`config.mk`:
```
export PLATFORM = sky130hd
export DESIGN_NAME = cmpbr_unit
export DESIGN_NICKNAME = d
export VERILOG_FILES = /design/src/rtl/cmpbr_pkg.sv /design/src/rtl/cmpbr_operand_sel.sv /design/src/rtl/cmpbr_cond_eval.sv /design/src/rtl/cmpbr_pc_stage.sv /design/src/rtl/cmpbr_unit.sv
export SDC_FILE = /design/constraint.sdc
export NUM_CORES = 1
export LEC_CHECK = 0
export BUFFER_PORTS_ARGS = -buffer_cell sky130_fd_sc_hd__buf_4
export CAP_MARGIN = 10
export CORE_MARGIN = 3
export CORE_UTILIZATION = 45
export DETAILED_ROUTE_END_ITERATION = 7
export GPL_TIMING_DRIVEN = 0
export PLACE_DENSITY_LB_ADDON = 0.25
export SLEW_MARGIN = 20
export SYNTH_ARGS = -nofsm -noshare
export SYNTH_HDL_FRONTEND = slang
export SYNTH_SLANG_ARGS = --single-unit
export TNS_END_PERCENT = 5
```
`constraint.sdc`:
```
create_clock -name clk -period 12.7 [get_ports clk]
set_input_delay 3.175 -clock clk [delete_from_list [all_inputs] [get_ports clk]]
set_output_delay 3.175 -clock clk [all_outputs]
set_load 0.02 [all_outputs]
```
`src/rtl/cmpbr_pkg.sv`:
```
package cmpbr_pkg;

    localparam int CMPBR_XLEN    = 32;
    localparam int CMPBR_IMM_W   = 16;
    localparam int CMPBR_COND_W  = 3;

    // condition codes; 6 and 7 are left unassigned and treated as invalid
    typedef enum logic [CMPBR_COND_W-1:0] {
        CC_EQ = 3'd0,
        CC_NE = 3'd1,
        CC_LT = 3'd2,
        CC_GE = 3'd3,
        CC_GT = 3'd4,
        CC_LE = 3'd5
    } cond_e;

    typedef struct packed {
        logic valid;   // condition code is one of the six defined ones
        logic holds;   // condition is true for the current operands
    } cmp_flags_t;

    // 1 when code names a defined condition
    function automatic logic cond_is_valid(input logic [CMPBR_COND_W-1:0] code);
        return (code <= 3'd5);
    endfunction

endpackage

```
`src/rtl/cmpbr_operand_sel.sv`:
```
module cmpbr_operand_sel
    import cmpbr_pkg::*;
#(
    parameter int XLEN  = CMPBR_XLEN,
    parameter int IMM_W = CMPBR_IMM_W
) (
    input  logic [XLEN-1:0]  opb,
    input  logic [IMM_W-1:0] imm,
    input  logic             use_imm,
    input  logic             is_branch,
    input  logic             is_unsigned,
    output logic [XLEN-1:0]  opb_eff,
    output logic [XLEN-1:0]  disp
);
    localparam int PAD_W = XLEN - IMM_W;

    logic [XLEN-1:0] imm_zext;
    logic [XLEN-1:0] imm_sext;

    always_comb begin
        imm_zext = {{PAD_W{1'b0}}, imm};
        imm_sext = {{PAD_W{imm[IMM_W-1]}}, imm};
    end

    // a branch always compares two registers; the immediate is its displacement
    always_comb begin
        if (use_imm && !is_branch) begin
            opb_eff = is_unsigned ? imm_zext : imm_sext;
        end else begin
            opb_eff = opb;
        end
        disp = imm_sext;
    end
endmodule

```
`src/rtl/cmpbr_cond_eval.sv`:
```
module cmpbr_cond_eval
    import cmpbr_pkg::*;
#(
    parameter int XLEN = CMPBR_XLEN
) (
    input  logic [XLEN-1:0]         a,
    input  logic [XLEN-1:0]         b,
    input  logic [CMPBR_COND_W-1:0] cond,
    input  logic                    is_unsigned,
    output cmp_flags_t              flags
);
    // one extra top bit turns both orderings into a single signed compare
    localparam int EXT_W = XLEN + 1;

    logic [EXT_W-1:0] a_x;
    logic [EXT_W-1:0] b_x;
    logic             eq;
    logic             lt;

    always_comb begin
        a_x = {(is_unsigned ? 1'b0 : a[XLEN-1]), a};
        b_x = {(is_unsigned ? 1'b0 : b[XLEN-1]), b};
        eq  = (a == b);
        lt  = ($signed(a_x) < $signed(b_x));
    end

    always_comb begin
        flags.valid = cond_is_valid(cond);
        case (cond_e'(cond))
            CC_EQ:   flags.holds = eq;
            CC_NE:   flags.holds = !eq;
            CC_LT:   flags.holds = lt;
            CC_GE:   flags.holds = !lt;
            CC_GT:   flags.holds = !lt && !eq;
            CC_LE:   flags.holds = lt || eq;
            default: flags.holds = 1'b0;
        endcase
    end
endmodule

```
`src/rtl/cmpbr_pc_stage.sv`:
```
module cmpbr_pc_stage
    import cmpbr_pkg::*;
#(
    parameter int          XLEN     = CMPBR_XLEN,
    parameter int          PC_STEP  = 4,
    parameter logic [31:0] PC_RESET = 32'h0
) (
    input  logic            clk,
    input  logic            rst,
    input  logic            en,
    input  logic            taken,
    input  logic [XLEN-1:0] disp,
    output logic [XLEN-1:0] pc_q,
    output logic [XLEN-1:0] pc_nxt
);
    localparam logic [XLEN-1:0] STEP = XLEN'(PC_STEP);
    localparam logic [XLEN-1:0] RVAL = XLEN'(PC_RESET);

    logic [XLEN-1:0] seq_pc;

    always_comb begin
        seq_pc = pc_q + STEP;
        pc_nxt = taken ? (seq_pc + disp) : seq_pc;
    end

    always_ff @(posedge clk) begin
        if (rst) begin
            pc_q <= RVAL;
        end else if (en) begin
            pc_q <= pc_nxt;
        end
    end
endmodule

```
`src/rtl/cmpbr_unit.sv`:
```
module cmpbr_unit
    import cmpbr_pkg::*;
#(
    parameter int XLEN    = CMPBR_XLEN,
    parameter int IMM_W   = CMPBR_IMM_W,
    parameter int PC_STEP = 4
) (
    input  logic                    clk,
    input  logic                    rst,
    input  logic                    en,
    input  logic [XLEN-1:0]         opa,
    input  logic [XLEN-1:0]         opb,
    input  logic [IMM_W-1:0]        imm16,
    input  logic [CMPBR_COND_W-1:0] cond,
    input  logic                    is_unsigned,
    input  logic                    use_imm,
    input  logic                    is_branch,
    output logic [XLEN-1:0]         cmp_result,
    output logic                    br_taken,
    output logic [XLEN-1:0]         pc_next,
    output logic [XLEN-1:0]         pc
);
    logic [XLEN-1:0] opb_eff;
    logic [XLEN-1:0] disp;
    cmp_flags_t      flags;
    logic            cond_true;

    cmpbr_operand_sel #(.XLEN(XLEN), .IMM_W(IMM_W)) u_opsel (
        .opb        (opb),
        .imm        (imm16),
        .use_imm    (use_imm),
        .is_branch  (is_branch),
        .is_unsigned(is_unsigned),
        .opb_eff    (opb_eff),
        .disp       (disp)
    );

    cmpbr_cond_eval #(.XLEN(XLEN)) u_eval (
        .a          (opa),
        .b          (opb_eff),
        .cond       (cond),
        .is_unsigned(is_unsigned),
        .flags      (flags)
    );

    always_comb begin
        cond_true  = flags.valid && flags.holds;
        cmp_result = {{(XLEN-1){1'b0}}, cond_true};
        br_taken   = is_branch && cond_true;
    end

    cmpbr_pc_stage #(.XLEN(XLEN), .PC_STEP(PC_STEP), .PC_RESET(32'h0)) u_pc (
        .clk   (clk),
        .rst   (rst),
        .en    (en),
        .taken (br_taken),
        .disp  (disp),
        .pc_q  (pc),
        .pc_nxt(pc_next)
    );
endmodule

```
# Word-level counts from Yosys, hierarchy flattened

Cells that the tools add are included.

Output and inout port bits: 97
Input port bits: 89
Bits in registers: 32

Order comparisons: 2
Reductions and logical operators: 9
Equality and inequality tests: 6
Add/sub/neg operators: 2
Muxes and demuxes: 6

Operator list:

| kind                                                             | count |
|---|---|
| 32-bit 2-to-1 mux                                                | 3 |
| 33-bit < comparator                                              | 1 |
| 32-bit by 3-bit adder with 32-bit output (second input constant) | 1 |
| 32-bit adder                                                     | 1 |
| 32-bit == test                                                   | 1 |
| 3-bit by 2-bit == test with 1-bit output (second input constant) | 2 |
| 3-bit == test (second input constant)                            | 2 |
| 1-bit case mux with 6 select lines                               | 1 |
| 1-bit logical AND                                                | 4 |
| 3-bit by 1-bit == test with 1-bit output (second input constant) | 1 |
| 3-bit <= comparator (second input constant)                      | 1 |
| 1-bit zero test                                                  | 3 |
| 3-bit zero test                                                  | 1 |
| 1-bit 2-to-1 mux                                                 | 2 |
| 1-bit logical OR                                                 | 1 |

# Depth between registers and ports, before layout

Word-level depth: 11
Gate-level depth with buffers: 18
Depth with buffers taken out: 17

# Cells and area by module

A second synthesis with hierarchy kept.

Cell total of the unflattened synthesis: 755
Area total of the unflattened synthesis: 5,736.8 sq um

Modules (own cells, without submodules):

| module            | cells each | area an instance (sq um) | times used |
|---|---|---|---|
| cmpbr_pc_stage    | 516        | 3,851.2                  | 1 |
| cmpbr_cond_eval   | 132        | 945.9                    | 1 |
| cmpbr_operand_sel | 72         | 683.2                    | 1 |
| cmpbr_unit        | 35         | 256.5                    | 1 |

# Worst setup path after synthesis

OpenSTA, ideal clock, no wires.

Path type: input port to output port
From: in use_imm
To: out pc_next[30]
Arrival time: 6.620 ns
Stages on the path: 17
Setup slack: 2.905 ns
Required time: 9.525 ns
Path through: nor2b_1 -> clkbuf_1 -> clkbuf_1 -> mux2i_1 -> ha_1 -> nand4_1 -> nor4_1 -> a2111oi_2 -> o2111ai_1 -> o21ai_2 -> mux2i_1 -> nor3b_4 -> inv_2 -> buf_2 -> buf_2 -> nor2_1 -> nor2_1

Longest elaborated chain between the ends: 10
Elaborated cells between the ends (all ways): 13
Classes of those cells: order compare: 1; eq/ne: 1; mux: 4; reduce/logical: 7

RTL lines:

| item                                 | line                                         | text |
|---|---|---|
| start: declaration                   | cmpbr_unit.sv:16                             | `input logic use_imm,` |
| 1-bit logical AND *                  | cmpbr_operand_sel.sv:27                      | `if (use_imm && !is_branch) begin` |
| 32-bit 2-to-1 mux *                  | cmpbr_operand_sel.sv:27                      |  |
| 1-bit 2-to-1 mux                     | cmpbr_cond_eval.sv:22                        | `b_x = {(is_unsigned ? 1'b0 : b[XLEN-1]), b};` |
| 33-bit < comparator                  | cmpbr_cond_eval.sv:24                        | `lt = ($signed(a_x) < $signed(b_x));` |
| 1-bit zero test                      | cmpbr_cond_eval.sv:33, cmpbr_cond_eval.sv:34 |  |
| 1-bit logical AND                    | cmpbr_cond_eval.sv:34                        | `CC_GT: flags.holds = !lt && !eq;` |
| 1-bit case mux with 6 select lines * | cmpbr_cond_eval.sv:29                        | `case (cond_e'(cond))` |
| 1-bit logical AND *                  | cmpbr_unit.sv:47                             | `cond_true = flags.valid && flags.holds;` |
| 1-bit logical AND *                  | cmpbr_unit.sv:49                             | `br_taken = is_branch && cond_true;` |
| via br_taken                         | cmpbr_unit.sv:19                             | `output logic br_taken,` |
| 32-bit 2-to-1 mux *                  | cmpbr_pc_stage.sv:23                         | `pc_nxt = taken ? (seq_pc + disp) : seq_pc;` |
| end: declaration                     | cmpbr_unit.sv:20                             | `output logic [XLEN-1:0] pc_next,` |

The timed path passes the listed nets; every way through them passes the cells marked *.

# Final worst setup path

From: in is_branch
To: out pc_next[19]

Longest elaborated chain between the ends: 11
Elaborated cells between the ends (all ways): 14
Classes of those cells: order compare: 1; eq/ne: 1; mux: 4; reduce/logical: 8

RTL lines:

| item                               | line                                         | text |
|---|---|---|
| start: declaration                 | cmpbr_unit.sv:17                             | `input logic is_branch,` |
| 1-bit zero test                    | cmpbr_operand_sel.sv:27                      |  |
| 1-bit logical AND                  | cmpbr_operand_sel.sv:27                      |  |
| 32-bit 2-to-1 mux                  | cmpbr_operand_sel.sv:27                      |  |
| 1-bit 2-to-1 mux                   | cmpbr_cond_eval.sv:22                        |  |
| 33-bit < comparator                | cmpbr_cond_eval.sv:24                        |  |
| 1-bit zero test                    | cmpbr_cond_eval.sv:33, cmpbr_cond_eval.sv:34 |  |
| 1-bit logical AND                  | cmpbr_cond_eval.sv:34                        |  |
| 1-bit case mux with 6 select lines | cmpbr_cond_eval.sv:29                        |  |
| 1-bit logical AND                  | cmpbr_unit.sv:47                             |  |
| 1-bit logical AND *                | cmpbr_unit.sv:49                             |  |
| 32-bit 2-to-1 mux *                | cmpbr_pc_stage.sv:23                         |  |

Every way passes the cells marked *; elsewhere a longest branch is shown, timed or not.

==> metrics.md <==
| Metric | Value |
|---|---|
| Max Freq | `~0.092 GHz` |
| CTS H-tree lvls | `2` |
| Final ANT Viol Nets | `0` |
| DP Area | `6510 um^2` |
| Chip Width | `112 um` |
| Die boundary height | `112 um` |
| Ys Warns | `0` |
| Fin area | `6670 um^2` |
| Worst hold path class | `reg -> reg` |
| Vias in the first global route | `5566` |
| Layout cells sized above 1 | `26.9%` |
| Post-synth EDFFs | `0` |
| Clk_lat worst skew | `0.28 ns` |
| Area of the die | `between 10000 and 15000 um^2` |
| CTS Buf Count | `5` |
| Post-synth top flop | `dfxtp_1` |
| Syn Std Cell Area | `5070 um^2` |
| Top post-synthesis cells by area | `ha_1, dfxtp_1, xnor2_1` |
| Area Growth Syn to Fin | `31.5%` |
| DRC Markers | `0` |
| Kind of end point of the critical path | `output pin` |
| Biggest regs | `u_pc.pc_q: 32 flops` |
| Commonest non-fill, non-tap cell in the layout | `buf_4` |
| Minimum setup slack among reg-to-reg paths | `7.95 ns` |
| CP Depth | `18` |
| Gr usage total | `25.9%` |
| Fin nets | `approximately 1000` |
| Initial antenna violation count | `0` |
| Data required, critical path | `9.52 ns` |
| Routability cong. | `0.927` |
| Rows | `38` |
| Area of the core | `10900 um^2` |
| Total I/O pin count | `186` |
| WL final | `between 15000 and 20000 um` |
| Worst reg2reg startpoint | `u_pc.pc_q[8]$_SDFFE_PP0P_` |
| Wire per inst | `17.1 um` |
| Status | `finished, final reports clean` |
| Skew final | `0.00314 ns` |
| Slowest stage delay, CP | `0.60 ns` |
| Max clock buf depth | `2` |
| Cell taking the most area after synthesis | `ha_1` |
| Post-CTS Resized | `0` |
| Ys async rst share | `0%` |
| Setup bufs post-CTS | `0` |
| Worst slew margin | `45.0%` |
| Drt first pass iters | `7` |
| Cts-stage hold buffer count | `0` |
| Remaining global-route overflow | `0` |
| Crit path time final | `10.88 ns` |
| Largest net degree at the start of global routing | `20` |
| Via Count | `roughly 5700` |
| Cells along the critical path | `buf_4 -> nor2b_1 -> clkbuf_1 -> clkbuf_1 -> mux2i_1 -> ha_1 -> a21oi_1 -> o21ai_0 -> a221oi_1 -> o22ai_1 -> o21ai_2 -> mux2i_1 -> nor3b_4 -> inv_2 -> buf_2 -> buf_2 -> o21a_1 -> buf_4` |
| CP delay by family, top | `buffers and inverters` |
| Biggest register | `u_pc.pc_q` |
| CTS clk-pin slew, worst paths | `~0.05 ns` |
| Finish-stage setup viols | `0` |
| Data arrival, critical path | `7.71 ns` |
| Yosys top cell area share | `16.0%` |
| Hold Startpoint | `u_pc.pc_q[0]$_SDFFE_PP0P_` |
| Post-Synthesis Cells | `slightly below 700` |
| Netlist cell types | `61` |
| Most frequent cells in the layout | `buf_4, ha_1, o21ai_0` |
| FF+latch count, synth | `32` |
| Worst path bufs/invs | `7` |
| Detailed Place HPWL | `13600 um` |
| Crit-path slowest cell | `clkbuf_1` |
| # Max-Cap Violations | `0` |
| Unrepaired setup endpoints after global routing | `no` |
| First-pass GRT wire length | `27000 um` |
| Vias/cell | `5.71` |
| P per Cell Area | `~86 nW/um^2` |
| Count of input and output buffers | `153` |
| Antenna Cells | `0` |
| Worst slew pin tran | `0.815 ns` |
| DRT iter0 DRCs | `413` |
| Leak | `3.39 nW` |
| Endpoints failing hold | `0` |
| Root buf cell | `clkbuf_16` |
| Final Max Tran Viols | `0` |
| Endpoint, Worst Hold | `u_pc.pc_q[0]$_SDFFE_PP0P_` |
| Post-route setup TNS | `0 ns` |
| Max VDD drop | `51.8 uV` |
| Critical path class | `in -> out` |
| Sequential-to-total area share from yosys stat | `12.6%` |
| Final period utilization | `between 80% and 90%` |
| Max reg flops | `32` |
| Reg2reg end | `u_pc.pc_q[31]$_SDFFE_PP0P_` |
| Hold path cells | `2` |
| Syn avg cell area | `7.52 um^2` |
| CTS tree | `built` |
| CTS sink count | `32` |
| Reg2Reg Depth | `18` |
| Initial core utilization | `46.4%` |
| Worst setup SP type | `primary input` |
| CP max FO | `10` |
[report_power, final]
| group | leakage (nW) | switching (mW) | internal [mW] | total, mW |
|---|---|---|---|---|
| combinational | 3.04 | 0.178 | 0.138 | 0.315 |
| sequential | 0.262 | 0.0114 | 0.108 | 0.120 |
| clock | 0.0808 | 0.0469 | 0.0923 | 0.139 |
| total | 3.39 | 0.236 | 0.338 | 0.574 |
[synth_stat cells, types with 6 or more instances]
cell type,n
nand4_1,19
nor2b_1,8
buf_2,7
o21ai_0,56
inv_1,26
nor3_1,13
a21o_1,12
xor2_1,20
or2_2,14
nand3_1,20
and3_1,19
and2_1,9
mux2_2,11
dfxtp_1,32
a211oi_1,6
mux2i_1,24
xnor2_1,37
clkbuf_1,15
nor2_1,48
nand2_1,53
ha_1,65
o211a_1,10
a21oi_1,47
buf_4,32
o21a_1,11
[worst max path at each step]
stage                         start           to  slack [ns]
after floorplan             use_imm  pc_next[30]        2.91
after global placement    is_branch  pc_next[18]        1.90
after detailed placement  is_branch  pc_next[18]        1.89
after CTS                 is_branch  pc_next[18]        1.88
after global routing      is_branch  pc_next[18]        1.50
final                     is_branch  pc_next[19]        1.82
[through the flow]
stage                     utilization [%]  setup WS, ns  instances  total power [mW]  hold WS, ns
final                                61.0          1.82       1006             0.574        0.540
after floorplan                         -          2.91        705             0.323        0.579
after global placement               59.5          1.90        998             0.424        0.503
after global routing                 61.0          1.50       1006             0.608        0.564
after CTS                            61.0          1.88       1006             0.572        0.534
after detailed placement             59.5          1.89        998             0.431        0.516
[cell type report]
class | instances | area (um^2)
repair buffers | 153 | 1150
multi-input cells | 590 | 4110
plain buffers | 56 | 339
flip-flops and latches | 32 | 641
fillers | 1041 | 4260
well taps | 140 | 175
clock buffers | 6 | 129
clock inverters | 2 | 35.0
inverters | 27 | 101
[kinds of logic (layout without fill, tap and decap cells)]
group / Yosys count / count (layout) / synth area share (%)
DFF: 32 / 32 / 12.6
muxes: 35 / 35 / 7.18
buffers and inverters: 83 / 244 / 8.68
and+or+nand+nor: 219 / 219 / 21.8
xor gates and xnor gates: 57 / 57 / 9.84
adders and majority gates: 66 / 66 / 16.4
other: 1 / 31 / 0.0739
AOI/OAI and AO/OA: 182 / 182 / 23.4
[tightest hold or removal path, stage by stage (launching register included)]
cell	delay [ns]
dfxtp_1	0.33
o21ai_0	0.09
a21oi_1	0.07
[per-layer routing]
| metal | wire length, um | up-vias | track usage [%] |
|---|---|---|---|
| met5 | 0 | - | 0 |
| met3 | 1420 | 48 | 3.83 |
| met1 | 7200 | 2634 | 33.0 |
| met4 | 471 | 0 | 7.77 |
| met2 | 8110 | 296 | 45.1 |
| li1 | - | 2764 | - |
Note: power is estimated with default switching activity, not from simulation.
